<file path="config.mk">
export PLATFORM = sky130hd
export DESIGN_NAME = txs_serializer
export DESIGN_NICKNAME = d
export VERILOG_FILES = /design/src/rtl/txs_pkg.sv /design/src/rtl/txs_factor_sel.sv /design/src/rtl/txs_load_gen.sv /design/src/rtl/txs_shifter.sv /design/src/rtl/txs_bypass.sv /design/src/rtl/txs_serializer.sv
export SDC_FILE = /design/constraint.sdc
export NUM_CORES = 1
export LEC_CHECK = 0
export CORE_MARGIN = 2
export CORE_UTILIZATION = 50
export DETAILED_ROUTE_END_ITERATION = 10
export PLACE_DENSITY = 0.73
export SKIP_LAST_GASP = 1
export SLEW_MARGIN = 5
export SYNTH_ARGS = -nofsm -noshare
export SYNTH_HDL_FRONTEND = slang
export SYNTH_SLANG_ARGS = --single-unit
</file>
<file path="constraint.sdc">
create_clock -name clk_fast -period 4.2 [get_ports clk_fast]
set_input_delay 0.84 -clock clk_fast [delete_from_list [all_inputs] [get_ports clk_fast]]
set_output_delay 0.84 -clock clk_fast [all_outputs]
set_load 0.05 [all_outputs]
</file>
<file path="src/rtl/txs_pkg.sv">
// Shared defaults and the bypass-mode encoding for the serializer.
package txs_pkg;
    localparam int unsigned TXS_MAX_W = 10;  // widest word / largest factor
    localparam int unsigned TXS_MIN_F = 3;   // smallest legal factor

    typedef enum logic [1:0] {
        BYP_SDR     = 2'd0,
        BYP_DDR     = 2'd1,
        BYP_RAW     = 2'd2,
        BYP_RAW_ALT = 2'd3
    } byp_mode_e;
endpackage

</file>
<file path="src/rtl/txs_factor_sel.sv">
// Picks the effective factor: a fixed parameter or the static pin.
// Out-of-range values become MAX_W. Assumes the pin changes only in reset.
module txs_factor_sel #(
    parameter int unsigned MAX_W  = 10,
    parameter int unsigned MIN_F  = 3,
    parameter int unsigned FIXED  = 0,
    localparam int unsigned FW    = $clog2(MAX_W + 1)
) (
    input  logic [FW-1:0] factor_i,
    output logic [FW-1:0] eff_o
);
    generate
        if (FIXED != 0) begin : g_fixed
            localparam int unsigned FIX_EFF =
                (FIXED < MIN_F || FIXED > MAX_W) ? MAX_W : FIXED;
            logic unused_pin;
            assign unused_pin = ^factor_i;
            assign eff_o = FW'(FIX_EFF);
        end else begin : g_pin
            // clamp the pin value into the legal range
            always_comb begin
                if (factor_i < FW'(MIN_F) || factor_i > FW'(MAX_W))
                    eff_o = FW'(MAX_W);
                else
                    eff_o = factor_i;
            end
        end
    endgenerate
endmodule

</file>
<file path="src/rtl/txs_load_gen.sv">
// Divides the bit clock by the factor. The strobe marks the load cycle
// (count 0). The core clock is high for the first (F+1)/2 cycles after a load.
// Assumes eff_i is static outside reset.
module txs_load_gen #(
    parameter int unsigned FW = 4
) (
    input  logic          clk,
    input  logic          rst_n,
    input  logic [FW-1:0] eff_i,
    output logic          load_o,
    output logic          core_clk_o
);
    logic [FW-1:0] cnt_q;
    logic [FW:0]   half_w;

    // cycle counter, wraps after eff-1
    always_ff @(posedge clk) begin
        if (!rst_n)
            cnt_q <= '0;
        else if (cnt_q == eff_i - 1'b1)
            cnt_q <= '0;
        else
            cnt_q <= cnt_q + 1'b1;
    end

    // strobe and divided clock decoded from the count
    always_comb begin
        half_w     = ({1'b0, eff_i} + 1'b1) >> 1;
        load_o     = (cnt_q == '0);
        core_clk_o = (cnt_q != '0) && ({1'b0, cnt_q} <= half_w);
    end
endmodule

</file>
<file path="src/rtl/txs_shifter.sv">
// Shift register, MSB out. On load it takes the word left-justified to
// bit MAX_W-1, or the forwarded-clock pattern. Otherwise it shifts left.
module txs_shifter #(
    parameter int unsigned MAX_W = 10,
    localparam int unsigned FW   = $clog2(MAX_W + 1)
) (
    input  logic             clk,
    input  logic             rst_n,
    input  logic             load_i,
    input  logic             fwd_i,
    input  logic [FW-1:0]    eff_i,
    input  logic [MAX_W-1:0] word_i,
    output logic             msb_o
);
    logic [MAX_W-1:0] sh_q;
    logic [MAX_W-1:0] pat_w;
    logic [FW:0]      ones_w;

    // forwarded-clock pattern: (F+1)/2 leading ones
    always_comb begin
        ones_w = ({1'b0, eff_i} + 1'b1) >> 1;
        pat_w  = '0;
        for (int k = 0; k < int'(MAX_W); k++) begin
            if (k < int'(ones_w))
                pat_w[MAX_W-1-k] = 1'b1;
        end
    end

    // load or shift
    always_ff @(posedge clk) begin
        if (!rst_n)
            sh_q <= '0;
        else if (load_i)
            sh_q <= fwd_i ? pat_w : (word_i << (FW'(MAX_W) - eff_i));
        else
            sh_q <= sh_q << 1;
    end

    assign msb_o = sh_q[MAX_W-1];
endmodule

</file>
<file path="src/rtl/txs_bypass.sv">
// Bypass path: single-rate register, double-rate pair muxed by the clock
// level, or a plain wire. Assumes the mode is static while in use.
module txs_bypass
    import txs_pkg::*;
(
    input  logic      clk,
    input  logic      rst_n,
    input  byp_mode_e mode_i,
    input  logic [1:0] bits_i,
    output logic      out_o
);
    logic sdr_q, hi_q, lo_q;

    // capture registers for both registered forms
    always_ff @(posedge clk) begin
        if (!rst_n) begin
            sdr_q <= 1'b0;
            hi_q  <= 1'b0;
            lo_q  <= 1'b0;
        end else begin
            sdr_q <= bits_i[0];
            hi_q  <= bits_i[1];
            lo_q  <= bits_i[0];
        end
    end

    // select the output form
    always_comb begin
        unique case (mode_i)
            BYP_SDR: out_o = sdr_q;
            BYP_DDR: out_o = clk ? hi_q : lo_q;
            default: out_o = bits_i[0];
        endcase
    end
endmodule

</file>
<file path="src/rtl/txs_serializer.sv">
// Top: factor select, load generator, shift register and bypass path.
// Assumes factor and mode inputs are static outside reset or between frames.
module txs_serializer
    import txs_pkg::*;
#(
    parameter int unsigned MAX_W        = TXS_MAX_W,
    parameter int unsigned MIN_F        = TXS_MIN_F,
    parameter int unsigned FIXED_FACTOR = 0,
    localparam int unsigned FW          = $clog2(MAX_W + 1)
) (
    input  logic             clk_fast,
    input  logic             rst_n,
    input  logic [FW-1:0]    factor_i,
    input  logic             byp_en_i,
    input  logic [1:0]       byp_mode_i,
    input  logic             fwd_clk_en_i,
    input  logic [MAX_W-1:0] par_in,
    output logic             ser_out,
    output logic             load_stb_o,
    output logic             core_clk_o
);
    logic [FW-1:0] eff_w;
    logic          sh_bit_w;
    logic          byp_bit_w;

    txs_factor_sel #(.MAX_W(MAX_W), .MIN_F(MIN_F), .FIXED(FIXED_FACTOR)) u_fsel (
        .factor_i (factor_i),
        .eff_o    (eff_w)
    );

    txs_load_gen #(.FW(FW)) u_ldgen (
        .clk        (clk_fast),
        .rst_n      (rst_n),
        .eff_i      (eff_w),
        .load_o     (load_stb_o),
        .core_clk_o (core_clk_o)
    );

    txs_shifter #(.MAX_W(MAX_W)) u_shift (
        .clk    (clk_fast),
        .rst_n  (rst_n),
        .load_i (load_stb_o),
        .fwd_i  (fwd_clk_en_i),
        .eff_i  (eff_w),
        .word_i (par_in),
        .msb_o  (sh_bit_w)
    );

    txs_bypass u_byp (
        .clk    (clk_fast),
        .rst_n  (rst_n),
        .mode_i (byp_mode_e'(byp_mode_i)),
        .bits_i (par_in[1:0]),
        .out_o  (byp_bit_w)
    );

    // output select between serial and bypass
    assign ser_out = byp_en_i ? byp_bit_w : sh_bit_w;
endmodule

</file>
# Word-level counts from Yosys, hierarchy flattened
# Index checks and enable logic that the tools add are counted.
# Widths: inputs -> output; s select.
# op_classes
addsub	4
multipliers	0
div	0
n_lt_le_gt_ge	13
eq_ne	2
n_shift	1
n_mux	16
bitwise_logic	1
reduce_logical	7
# ops
operator	count
$mux 10	2
$lt 3x4->1 const A	4
$mux 1	12
$shl 10x4->10	1
$lt 1x4->1 const A	2
$lt 2x4->1 const A	2
$lt 4x4->1 const A	2
$add 4x1->5 const B	1
$add 4x1->4 const B	1
$eq 4x4->1	1
$gt 4x4->1 const B	1
$le 4x4->1	1
$logic_not 4->1	1
$lt 4x2->1 const B	1
$mux 4	1
$reduce_bool 4->1	1
$sub 4x1->4 const B	1
$sub 4x4->4 const A	1
$eq 2x1->1 const B	1
$logic_not 2->1	1
$pmux 1 s2	1
$reduce_and 2->1	1
$reduce_or 2->1	1
$logic_and 1x1->1	1
other kinds (2)	2
# totals
reg_bits	16
latch_bits	0
mem_bits_rw	0
mem_bits_ro	0
inputBits	20
word_cells	49
memories	0

# Logic depth before layout (Yosys ltp)
# logic_depth
ltp_word	8
ltp_mapped	12
ltp_nobuf	9

# Hierarchy
# From an unflattened synthesis, not the netlist that was laid out.
# unflattened
cells_unflattened	189
hier_area_um2	1562.7
# by_module_without_submodules
module	instances	cells_per_inst	area_per_inst_um2	seq_area_each_um2
txs_shifter	1	128	1006.0	200.2
txs_load_gen	1	44	410.4	80.1
txs_bypass	1	8	81.3	40.0
txs_factor_sel	1	8	50.0	0.0
txs_serializer	1	1	15.0	0.0

==> results.ini <==
[worst_hold_path]
min_path_type = flip-flop to flip-flop

[setup_path]
cpMaxStageDelayCell = clkdlybuf4s50_1
end_kind = output port
path_cells = clkdlybuf4s50_1 -> nor2_2 -> mux2_4 -> ha_1 -> ha_1 -> a21oi_1 -> maj3_1 -> o211ai_1 -> and3_1 -> buf_12
crit_type = input port to output port
critPathLaunchType = input port
required_ns = 3.36
cp.arrival_ns = 3.30
cp_slowest_stage_delay_ns = 0.43
crit_path_max_fanout = 2
cpMostUsedCell = ha_1

[sta]
finalSetupTns_ns = 0
period_minus_slack_ns = 4.14
timing.final.crit_share = 0.985
finalSetupViolCount = 0
finalHoldViolations = 0
final_max_slew_viol_count = 0
relSlewSlack = 0.656
timing.final.ws_setup_ns = 0.0611
finClkSkew_ns = 0.00218
tightest_slew_ns = 0.514
fmax_mhz = 242

[grt]
grt_overflow = 0
antenna_found_initial = 0
use_met3 = 0.0816
grt_pass1_vias = 1399
grt_busiest_layer = met2
grt_util_all_layers = 0.242
grt_max_degree = 21
grtUsageMet1 = 0.266
grt_pass1_wl_um = 6040
grtUsageMet2 = 0.430

[die]
die_w_um = 57.1
placementRows = 19
io_pins = 23
dieArea_um2 = 3260
die_h_um = 57.1
core_area_um2 = 2710
initial_core_util = 0.519

[routing]
antenna_left = 0
first_pass_iters = 4
num_vias = 1391
viasPerCell = 6.00
post_drt_wl_per_cell_um = 15.4
drc = 0
wl_um = 3580
drt_first_iter_violations = 39

[final_layout]
fin_nets = 229
final-seq-area_um2 = 320
multiInputGateArea_um2 = 1000
final_area_um2 = 1780
nFillCells = 236
fin_cells = 232
fin_util = 0.657
drive_gt1_frac = 0.169
area_delta_synth_final_pct = 26.4
antenna_cells = 0

[yosys]
synthArstFlopShare = 0
syn_nets = 198
yosysWarnings = 0
avgSynthCellArea_um2 = 8.18
yosysUniqueCellTypes = 51
synth_area_leaders = dfxtp_1 23%, mux2i_1 7.8%, xnor2_1 5.6%, ha_1 5.3%, nor2_1 4.0%
yosys_most_used_dff = dfxtp_1
synth_top_cell_by_area = dfxtp_1
synth_cells = 172
ys_ff_latch = 16
synth_seq_area_share = 0.228
synth_edf_count = 0
netlist_area_um2 = 1410
synth_top_area_share = 0.228

[placement]
place_area_um2 = 1710
dp_hpwl_um = 2700
port_buffers = 22
post-place-cells = 225
dp_slack_ns = 0.00380
gp_congestion = 0.904

[cts]
clk_latency_ns = 0.39
cts_tree = yes
clkSlewWorstSetupHoldPaths_ns = 0.08
cts.hold.buffers_added = 0

[flow_run]
maxCapViolations = 0

[pwr]
peakVddDrop_v = 0.000270
p_leak_nw = 0.751
power.density_nw_per_um2 = 322

[outcome]
status = completed

kinds of logic (layout without fill, tap and decap cells):
kind of cell    count (synthesis)  in the layout  synth area share
simple gates                   60             60             0.219
compound gates                 38             38             0.196
buf+inv                        21             50            0.0667
mux                            16             16             0.148
flops                          16             16             0.228
xor+xnor                       13             13            0.0809
fa+ha+maj                       7              7            0.0604
other cells                     1              1           0.00266
state kept, by name (all words and copies together) (netlist names):
| signal | count |
|---|---|
| u_byp.sdr_q | 1 |
| u_ldgen.cnt_q | 4 |
| u_byp.hi_q | 1 |
| u_shift.sh_q | 10 |
routing by layer:
metal,vias to the layer above,routed length (um)
met5,-,0
met4,0,25
met3,5,217
met2,39,1910
met1,665,1430
li1,682,-
worst paths after layout:
path,start,to,slack (ns),cells after the start
worst max-delay path,factor_i[1],core_clk_o,0.06,10
worst min-delay path,u_shift.sh_q[3],u_shift.sh_q[4],0.47,2
worst max register to register,u_ldgen.cnt_q[1],u_shift.sh_q[8],2.42,7
worst min register to register,u_shift.sh_q[3],u_shift.sh_q[4],0.47,2
synthesized netlist by cell type, types with 2 or more instances:
master and instances:
o41ai_2 2, clkbuf_1 6, and2_1 2, mux4_2 2, nand2_1 10, o21ai_0 6, buf_2 5, nor2b_1 4
o2111ai_1 2, nand2b_1 5, mux2i_1 11, o22ai_1 2, nand3_1 8, o211ai_1 5, a21oi_1 7, ha_1 6
and3_1 2, dfxtp_1 16, xnor2_1 9, nand4_1 3, nor2_1 15, inv_1 6, xor2_1 4, nor3_1 3
a31oi_1 5
cell type report:
class,count,share of cell area
multi-input cells,135,0.563
repair buffers,35,0.187
flip-flops and latches,16,0.180
clock buffers,7,0.0316
well taps,31,0.0218
inverters,8,0.0169
stage by stage:
step | total power [mW] | hold slack, ns
global placement | 0.446 | 0.453
floorplan | 0.365 | 0.429
finish | 0.573 | 0.473
CTS | 0.578 | 0.479
global route | 0.614 | 0.503
detailed placement | 0.453 | 0.458
worst max-delay path: cells and delay by family:
kind,cells,cell delay (ns)
compound gates,2,0.16
buf+inv,2,0.57
fa+ha+maj,3,1.01
mux,1,0.33
simple gates,2,0.39
power by group:
part | internal [mW] | switching (mW) | total (mW)
clock network | 0.0731 | 0.0675 | 0.141
registers | 0.171 | 0.0114 | 0.183
logic | 0.113 | 0.138 | 0.250
total | 0.357 | 0.216 | 0.573
cells in the final DEF (no fill, tap or decap), types with 2 or more instances in the layout:
cell,Yosys,layout
o22ai_1,2,2
o21ai_0,6,6
buf_4,0,14
inv_1,6,6
mux2i_1,11,11
nand3_1,8,8
xnor2_1,9,8
xor2_1,4,4
nor2b_1,4,4
nand2b_1,5,5
a31oi_1,5,5
clkdlybuf4s50_1,0,17
nor3_1,3,3
a21oi_1,7,7
nand4_1,3,3
dfxtp_1,16,16
ha_1,6,6
o211ai_1,5,5
o2111ai_1,2,2
nor2_1,15,15
dlymetal6s2s_1,0,3
and3_1,2,2
o41ai_2,2,2
and2_1,2,2
mux4_2,2,2
nand2_1,10,10
clkbuf_4,0,6
repair_timing:
item / CTS / global route
pin swaps: 0 / 2
gates resized for setup: 3 / 4
buffers inserted: 0 / 1
setup endpoints to repair: 1 / 1
Note: power is estimated with default switching activity, not from simulation.
